## src/rtl/fbc_pkg.sv

```systemverilog
`timescale 1ns/1ps
package fbc_pkg;
  typedef enum logic [2:0] {
    ST_IDLE, ST_RD_ACC, ST_RD_PAGE, ST_WR_SETUP, ST_WR_PULSE, ST_WR_HOLD, ST_RECOVER
  } fbc_state_e;

  function automatic int max4(input int a, input int b, input int c, input int d);
    int m;
    m = a;
    if (b > m) m = b;
    if (c > m) m = c;
    if (d > m) m = d;
    return m;
  endfunction
endpackage

```

## src/rtl/fbc_timer.sv

```systemverilog
`timescale 1ns/1ps
module fbc_timer #(
  parameter int W = 4
) (
  input  logic         clk_i,
  input  logic         rst_ni,
  input  logic         load_i,
  input  logic [W-1:0] load_val_i,
  output logic         done_o
);
  logic [W-1:0] cnt_q;

  always_ff @(posedge clk_i or negedge rst_ni) begin
    if (!rst_ni)              cnt_q <= '0;
    else if (load_i)          cnt_q <= load_val_i;
    else if (cnt_q != '0)     cnt_q <= cnt_q - 1'b1;
  end

  assign done_o = (cnt_q == '0);
endmodule

```

## src/rtl/fbc_seq.sv

```systemverilog
`timescale 1ns/1ps
module fbc_seq
  import fbc_pkg::*;
#(
  parameter int T_ACC  = 8,
  parameter int T_PAGE = 3,
  parameter int T_WP   = 5,
  parameter int T_REC  = 2
) (
  input  logic clk_i,
  input  logic rst_ni,
  input  logic req_valid_i,
  input  logic req_write_i,
  input  logic req_page_i,
  output logic req_ready_o,
  output logic accept_o,
  output logic capture_o,
  output logic step_o,
  output logic ce_no,
  output logic we_no,
  output logic oe_no,
  output logic dq_oe_o
);
  localparam int MAXC = max4(T_ACC, T_PAGE, T_WP, T_REC);
  localparam int TW   = $clog2(MAXC) + 1;
  localparam logic [TW-1:0] ACC_L  = TW'(T_ACC - 1);
  localparam logic [TW-1:0] PAGE_L = TW'(T_PAGE - 1);
  localparam logic [TW-1:0] WP_L   = TW'(T_WP - 1);
  localparam logic [TW-1:0] REC_L  = TW'(T_REC - 1);

  fbc_state_e    state_q, state_d;
  logic          t_load, t_done;
  logic [TW-1:0] t_val;
  logic [1:0]    word_q;
  logic          page_q;
  logic          ce_q, we_q, oe_q, dqoe_q;

  fbc_timer #(.W(TW)) u_timer (
    .clk_i      (clk_i),
    .rst_ni     (rst_ni),
    .load_i     (t_load),
    .load_val_i (t_val),
    .done_o     (t_done)
  );

  always_comb begin
    state_d   = state_q;
    t_load    = 1'b0;
    t_val     = '0;
    accept_o  = 1'b0;
    capture_o = 1'b0;
    step_o    = 1'b0;
    unique case (state_q)
      ST_IDLE: if (req_valid_i) begin
        accept_o = 1'b1;
        if (req_write_i) state_d = ST_WR_SETUP;
        else begin
          state_d = ST_RD_ACC;
          t_load  = 1'b1;
          t_val   = ACC_L;
        end
      end
      ST_RD_ACC, ST_RD_PAGE: if (t_done) begin
        capture_o = 1'b1;
        t_load    = 1'b1;
        if (page_q && !(state_q == ST_RD_PAGE && word_q == 2'd3)) begin
          step_o  = 1'b1;
          state_d = ST_RD_PAGE;
          t_val   = PAGE_L;
        end else begin
          state_d = ST_RECOVER;
          t_val   = REC_L;
        end
      end
      ST_WR_SETUP: begin
        state_d = ST_WR_PULSE;
        t_load  = 1'b1;
        t_val   = WP_L;
      end
      ST_WR_PULSE: if (t_done) state_d = ST_WR_HOLD;
      ST_WR_HOLD: begin
        state_d = ST_RECOVER;
        t_load  = 1'b1;
        t_val   = REC_L;
      end
      ST_RECOVER: if (t_done) state_d = ST_IDLE;
      default: state_d = ST_IDLE;
    endcase
  end

  // strobes registered from the next state so pins change only at clock edges
  always_ff @(posedge clk_i or negedge rst_ni) begin
    if (!rst_ni) begin
      state_q <= ST_IDLE;
      ce_q    <= 1'b1;
      we_q    <= 1'b1;
      oe_q    <= 1'b1;
      dqoe_q  <= 1'b0;
      word_q  <= '0;
      page_q  <= 1'b0;
    end else begin
      state_q <= state_d;
      ce_q    <= (state_d == ST_IDLE) || (state_d == ST_RECOVER);
      oe_q    <= !((state_d == ST_RD_ACC) || (state_d == ST_RD_PAGE));
      we_q    <= (state_d != ST_WR_PULSE);
      dqoe_q  <= (state_d == ST_WR_SETUP) || (state_d == ST_WR_PULSE) ||
                 (state_d == ST_WR_HOLD);
      if (accept_o) begin
        word_q <= '0;
        page_q <= req_page_i;
      end else if (step_o) begin
        word_q <= word_q + 2'd1;
      end
    end
  end

  assign req_ready_o = (state_q == ST_IDLE);
  assign ce_no       = ce_q;
  assign we_no       = we_q;
  assign oe_no       = oe_q;
  assign dq_oe_o     = dqoe_q;

  // checker counters for pulse width and recovery window
  logic [TW:0] we_lo_cnt, ce_hi_cnt;
  localparam logic [TW:0] WP_C  = (TW+1)'(T_WP);
  localparam logic [TW:0] REC_C = (TW+1)'(T_REC);

  always_ff @(posedge clk_i or negedge rst_ni) begin
    if (!rst_ni) begin
      we_lo_cnt <= '0;
      ce_hi_cnt <= REC_C;
    end else begin
      we_lo_cnt <= we_q ? '0 : we_lo_cnt + 1'b1;
      if (!ce_q)                ce_hi_cnt <= '0;
      else if (ce_hi_cnt < REC_C) ce_hi_cnt <= ce_hi_cnt + 1'b1;
    end
  end

  assert_standby_R1: assert property (@(posedge clk_i) disable iff (!rst_ni)
    ce_no |-> (we_no && oe_no && !dq_oe_o));
  assert_no_contention_R7: assert property (@(posedge clk_i) disable iff (!rst_ni)
    !(dq_oe_o && !oe_no));
  assert_we_needs_ce_R3: assert property (@(posedge clk_i) disable iff (!rst_ni)
    !we_no |-> (!ce_no && oe_no));
  assert_we_after_ce_R3: assert property (@(posedge clk_i) disable iff (!rst_ni)
    $fell(we_no) |-> $past(!ce_no));
  assert_we_rise_R4: assert property (@(posedge clk_i) disable iff (!rst_ni)
    $rose(we_no) |-> (!ce_no && dq_oe_o));
  assert_we_width_R5: assert property (@(posedge clk_i) disable iff (!rst_ni)
    $rose(we_no) |-> (we_lo_cnt == WP_C));
  assert_ce_recovery_R8: assert property (@(posedge clk_i) disable iff (!rst_ni)
    $fell(ce_no) |-> (ce_hi_cnt >= REC_C));
  assert_ready_idle_R9: assert property (@(posedge clk_i) disable iff (!rst_ni)
    req_ready_o |-> (ce_no && !dq_oe_o));
endmodule

```

## src/rtl/fbc_datapath.sv

```systemverilog
`timescale 1ns/1ps
module fbc_datapath #(
  parameter int AW = 20,
  parameter int DW = 16
) (
  input  logic          clk_i,
  input  logic          rst_ni,
  input  logic          accept_i,
  input  logic          page_i,
  input  logic [AW-1:0] addr_i,
  input  logic [DW-1:0] wdata_i,
  input  logic          step_i,
  input  logic          capture_i,
  input  logic [DW-1:0] dq_i,
  output logic [AW-1:0] mem_addr_o,
  output logic [DW-1:0] mem_dq_o,
  output logic          rsp_valid_o,
  output logic [DW-1:0] rsp_data_o
);
  logic [AW-1:0] addr_q;
  logic [DW-1:0] wdata_q, rdata_q;
  logic          rvalid_q;

  always_ff @(posedge clk_i or negedge rst_ni) begin
    if (!rst_ni) begin
      addr_q   <= '0;
      wdata_q  <= '0;
      rdata_q  <= '0;
      rvalid_q <= 1'b0;
    end else begin
      rvalid_q <= capture_i;
      if (capture_i) rdata_q <= dq_i;
      if (accept_i) begin
        addr_q  <= page_i ? {addr_i[AW-1:2], 2'b00} : addr_i;
        wdata_q <= wdata_i;
      end else if (step_i) begin
        addr_q[1:0] <= addr_q[1:0] + 2'd1;
      end
    end
  end

  assign mem_addr_o  = addr_q;
  assign mem_dq_o    = wdata_q;
  assign rsp_valid_o = rvalid_q;
  assign rsp_data_o  = rdata_q;
endmodule

```

## src/rtl/flash_bus_ctl.sv

```systemverilog
`timescale 1ns/1ps
module flash_bus_ctl #(
  parameter int AW     = 20,
  parameter int DW     = 16,
  parameter int T_ACC  = 8,
  parameter int T_PAGE = 3,
  parameter int T_WP   = 5,
  parameter int T_REC  = 2
) (
  input  logic          clk_i,
  input  logic          rst_ni,
  input  logic          req_valid_i,
  output logic          req_ready_o,
  input  logic          req_write_i,
  input  logic          req_page_i,
  input  logic [AW-1:0] req_addr_i,
  input  logic [DW-1:0] req_wdata_i,
  output logic          rsp_valid_o,
  output logic [DW-1:0] rsp_data_o,
  output logic [AW-1:0] mem_addr_o,
  output logic          mem_ce_no,
  output logic          mem_we_no,
  output logic          mem_oe_no,
  output logic [DW-1:0] mem_dq_o,
  output logic          mem_dq_oe_o,
  input  logic [DW-1:0] mem_dq_i
);
  if (AW < 3 || T_ACC < 1 || T_PAGE < 1 || T_WP < 1 || T_REC < 1) begin : g_bad_cfg
    $error("flash_bus_ctl: AW must be >= 3 and all wait counts >= 1");
  end

  logic accept, capture, step;

  fbc_seq #(
    .T_ACC (T_ACC),
    .T_PAGE(T_PAGE),
    .T_WP  (T_WP),
    .T_REC (T_REC)
  ) u_seq (
    .clk_i       (clk_i),
    .rst_ni      (rst_ni),
    .req_valid_i (req_valid_i),
    .req_write_i (req_write_i),
    .req_page_i  (req_page_i),
    .req_ready_o (req_ready_o),
    .accept_o    (accept),
    .capture_o   (capture),
    .step_o      (step),
    .ce_no       (mem_ce_no),
    .we_no       (mem_we_no),
    .oe_no       (mem_oe_no),
    .dq_oe_o     (mem_dq_oe_o)
  );

  fbc_datapath #(
    .AW(AW),
    .DW(DW)
  ) u_dp (
    .clk_i       (clk_i),
    .rst_ni      (rst_ni),
    .accept_i    (accept),
    .page_i      (req_page_i && !req_write_i),
    .addr_i      (req_addr_i),
    .wdata_i     (req_wdata_i),
    .step_i      (step),
    .capture_i   (capture),
    .dq_i        (mem_dq_i),
    .mem_addr_o  (mem_addr_o),
    .mem_dq_o    (mem_dq_o),
    .rsp_valid_o (rsp_valid_o),
    .rsp_data_o  (rsp_data_o)
  );

  assert_addr_stable_R3: assert property (@(posedge clk_i) disable iff (!rst_ni)
    !mem_we_no |-> $stable(mem_addr_o));
  assert_data_hold_R4: assert property (@(posedge clk_i) disable iff (!rst_ni)
    (!mem_we_no || $rose(mem_we_no)) |-> $stable(mem_dq_o));
  assert_rsp_after_oe_R2: assert property (@(posedge clk_i) disable iff (!rst_ni)
    rsp_valid_o |-> $past(!mem_oe_no));
  assert_page_upper_R6: assert property (@(posedge clk_i) disable iff (!rst_ni)
    (!mem_oe_no && $past(!mem_oe_no)) |->
      (mem_addr_o[AW-1:2] == $past(mem_addr_o[AW-1:2])));
endmodule

```

## config.mk

```make
export PLATFORM = sky130hd
export DESIGN_NAME = flash_bus_ctl
export DESIGN_NICKNAME = d
export VERILOG_FILES = /design/src/rtl/fbc_pkg.sv /design/src/rtl/fbc_timer.sv /design/src/rtl/fbc_seq.sv /design/src/rtl/fbc_datapath.sv /design/src/rtl/flash_bus_ctl.sv
export SDC_FILE = /design/constraint.sdc
export NUM_CORES = 1
export LEC_CHECK = 0
export CAP_MARGIN = 20
export CELL_PAD_IN_SITES_DETAIL_PLACEMENT = 1
export CELL_PAD_IN_SITES_GLOBAL_PLACEMENT = 1
export CORE_ASPECT_RATIO = 0.7
export CORE_UTILIZATION = 30
export CTS_CLUSTER_DIAMETER = 200
export CTS_CLUSTER_SIZE = 30
export DETAILED_ROUTE_END_ITERATION = 6
export PLACE_DENSITY_LB_ADDON = 0.1
export SYNTH_ARGS = -nofsm -noshare
export SYNTH_HDL_FRONTEND = slang
export SYNTH_SLANG_ARGS = --single-unit
```

## constraint.sdc

```tcl
create_clock -name clk_i -period 2.1 [get_ports clk_i]
set_input_delay 0.42 -clock clk_i [delete_from_list [all_inputs] [get_ports clk_i]]
set_output_delay 0.42 -clock clk_i [all_outputs]
set_load 0.01 [all_outputs]
```

==> flow_summary.json <==
{
  "clk_latency_ps": 320,
  "synth_area_um2": 2910,
  "wl_per_cell_um": 16.0,
  "critical_path_class": "flop to flop",
  "worstPathBufferInverterCount": 2,
  "finalHoldViolCount": 0,
  "clkSlewWorstSetupHoldPaths_ps": 60,
  "core.rowCount": 29,
  "nFillCells": 956,
  "dpl.cell_count": 457,
  "finalCritPeriodShare": 0.916,
  "yosysUniqueCellTypes": 45,
  "worstMarginPinSlew_ps": 671,
  "synth_area_leaders": "dfrtp_1 55%, mux2_2 16%, mux2_4 4.1%",
  "power_leakage_nw": 1.94,
  "die_w_um": 120,
  "synth_common_cells": "64 x dfrtp_1, 41 x mux2_2, 10 x nand2_1, 10 x nor2_1, 9 x inv_1",
  "postRouteAntennaNets": 0,
  "final_net_count": 404,
  "final.setup.tns_ps": 0,
  "drc_errors": 0,
  "antenna_found_initial": 0,
  "postSynthAreaPerCell_um2": 13.4,
  "crit_path_end_kind": "flop",
  "hold_path.class": "primary input to async pin",
  "worstPathArrival_ps": 2070,
  "crit_family": "compound AO/OA/AOI/OAI gates",
  "startpoint_type": "flop",
  "fin_cells": 474,
  "grt_start_max_net_pins": 24,
  "synth_edf_count": 0,
  "clock-sinks": 67,
  "ys_warn_count": 0,
  "ys_seq_area_frac": 0.577,
  "yosysTopAreaCellShare": 0.550,
  "cts_hold_buf": 0,
  "drv_cap": 0,
  "yosysMostFrequentCell": "dfrtp_1",
  "ys_ff_latch": 67,
  "rsz0062_at_grt": "no",
  "max_freq_ghz": 0.520,
  "start_util": 0.315,
  "via_per_inst": 4.71,
  "outcome": "completed",
  "grt_usage": 0.166,
  "grt.overflow.total": 0,
  "area_delta_synth_final_pct": 59.8,
  "async_reset_ff_frac": 1.00,
  "cp_cell_sequence": "inv_1 -> ha_1 -> buf_4 -> nor3b_4 -> nor2_1 -> a2111oi_0",
  "maxSlewHeadroom": 0.541,
  "ff2ff_setup_slack_ps": 180,
  "synthesis.nets": 277,
  "dp_hpwl_um": 5600,
  "ioPinCount": 115,
  "setup_viol": 0,
  "core_area_um2": 9250,
  "drive_above_1_share": 0.269,
  "design_area_um2": 4650,
  "synth_cells": 218,
  "crit_slowest_cell": "a2111oi_0",
  "htreeDepth": 3,
  "cts_tree": "done",
  "slew_viol_final": 0,
  "path_max_fanout": 5,
  "clk_path_buf_depth": 2,
  "globalplace.congestion": 0.780,
  "routed_wl_um": 7600,
  "vias": 2233,
  "firstDrtPassIters": 4,
  "dieArea_um2": 10100,
  "crit_required_ps": 2240,
  "die_y_um": 84.4,
  "grt_pass1_wl_um": 12900,
  "drt_iter0_markers": 101,
  "cts_root_buf": "clkbuf_16",
  "ys.flop_type": "dfrtp_1",
  "finClkSkew_ps": 3.29,
  "yosys.area.top_type": "dfrtp_1",
  "fin_crit_ps": 1920,
  "diodes": 0,
  "grt_pass1_vias": 2352,
  "cpPeakStageDelay_ps": 640,
  "cellPowerDensity_nw_per_um2": 1610,
  "peakVddDrop_mv": 0.690,
  "placed_cell_area_um2": 4270,
  "port_buffers": 114,
  "cts_made_buffers": 9
}
final cells by class:
cell class | instances | area, um2 | area share
Clock buffer | 10 | 239 | 0.0514
Timing Repair Buffer | 129 | 1300 | 0.279
Sequential cell | 67 | 1680 | 0.362
Tap cell | 124 | 155 | 0.0334
Clock inverter | 6 | 111 | 0.0239
Multi-Input combinational cell | 129 | 1130 | 0.243
Inverter | 9 | 33.8 | 0.00726
cells by family after synthesis:
kind of cell / share of synthesized area
AO/OA/AOI/OAI: 0.0731
flip-flops: 0.577
buffers and inverters: 0.0408
adder cells (fa/ha/maj): 0.00859
XOR/XNOR: 0.0120
multiplexers: 0.207
AND/OR/NAND/NOR: 0.0812
state kept, by name, summed over array words and instances (netlist names):
signal               count
u_seq.u_timer.cnt_q      4
u_seq.word_q             2
u_dp.rsp_data_o         16
u_seq.dq_oe_o            1
u_dp.rsp_valid_o         1
u_seq.we_no              1
u_seq.oe_no              1
u_seq.ce_no              1
u_seq.state_q            3
u_dp.mem_addr_o         20
u_seq.page_q             1
u_dp.mem_dq_o           16
cell usage in the layout (no fill, tap or decap), drive strengths merged, types with 2 or more instances in the layout:
cell type | Yosys | final
o221ai | 2 | 2
nand3 | 4 | 4
o21ai | 7 | 7
dfrtp | 64 | 64
a21o | 2 | 2
xnor2 | 3 | 3
clkdlybuf4s50 | 0 | 112
a21oi | 7 | 7
bufinv | 0 | 3
or3 | 2 | 2
mux2 | 50 | 50
nor2 | 10 | 10
o211ai | 4 | 4
clkbuf | 6 | 10
nand2 | 10 | 10
nand3b | 3 | 3
ha | 2 | 2
inv | 9 | 10
a2111oi | 2 | 2
buf | 7 | 16
nor3 | 4 | 4
dfstp | 3 | 3
worst paths after layout:
kind / cells after the start / endpoint / startpoint
setup / recovery: 6 / u_seq.state_q[0] / u_seq.u_timer.cnt_q[0]
hold / removal: 1 / u_dp.rsp_data_o[7] / rst_ni
setup reg to reg: 6 / u_seq.state_q[0] / u_seq.u_timer.cnt_q[0]
hold reg to reg: 1 / u_dp.mem_addr_o[2] / u_dp.mem_addr_o[2]
max in group asynchronous: 2 / u_dp.rsp_data_o[10] / rst_ni
min in group clk_i: 1 / u_dp.mem_addr_o[2] / u_dp.mem_addr_o[2]
through the flow:
stage	power [mW]	worst slack, ps	hold slack, ps	utilization
floorplan	4.00	0.130	124	-
global placement	5.64	123	383	0.462
detailed placement	5.71	84.4	385	0.462
CTS	7.54	72.9	33.3	0.501
global route	7.98	21.2	47.1	0.503
finish	7.48	175	26.2	0.503
power breakdown:
group	internal, mW	switching [mW]
logic	2.00	1.41
clock network	1.19	0.555
registers	1.95	0.363
total	5.15	2.33
layer usage:
metal  global-route usage  vias to the layer above  wire, um
li1                     -                     1027         -
met1                0.228                     1109      3650
met2                0.244                       88      3260
met3               0.0584                        9       605
met4               0.0511                        0        86
met5                    0                        -         0
repair_timing:
item,CTS,global route
endpoints found under the setup margin,1,7
setup buffers,1,0
gates resized for setup,3,4
No activity file was read; power rests on OpenSTA's default activity.
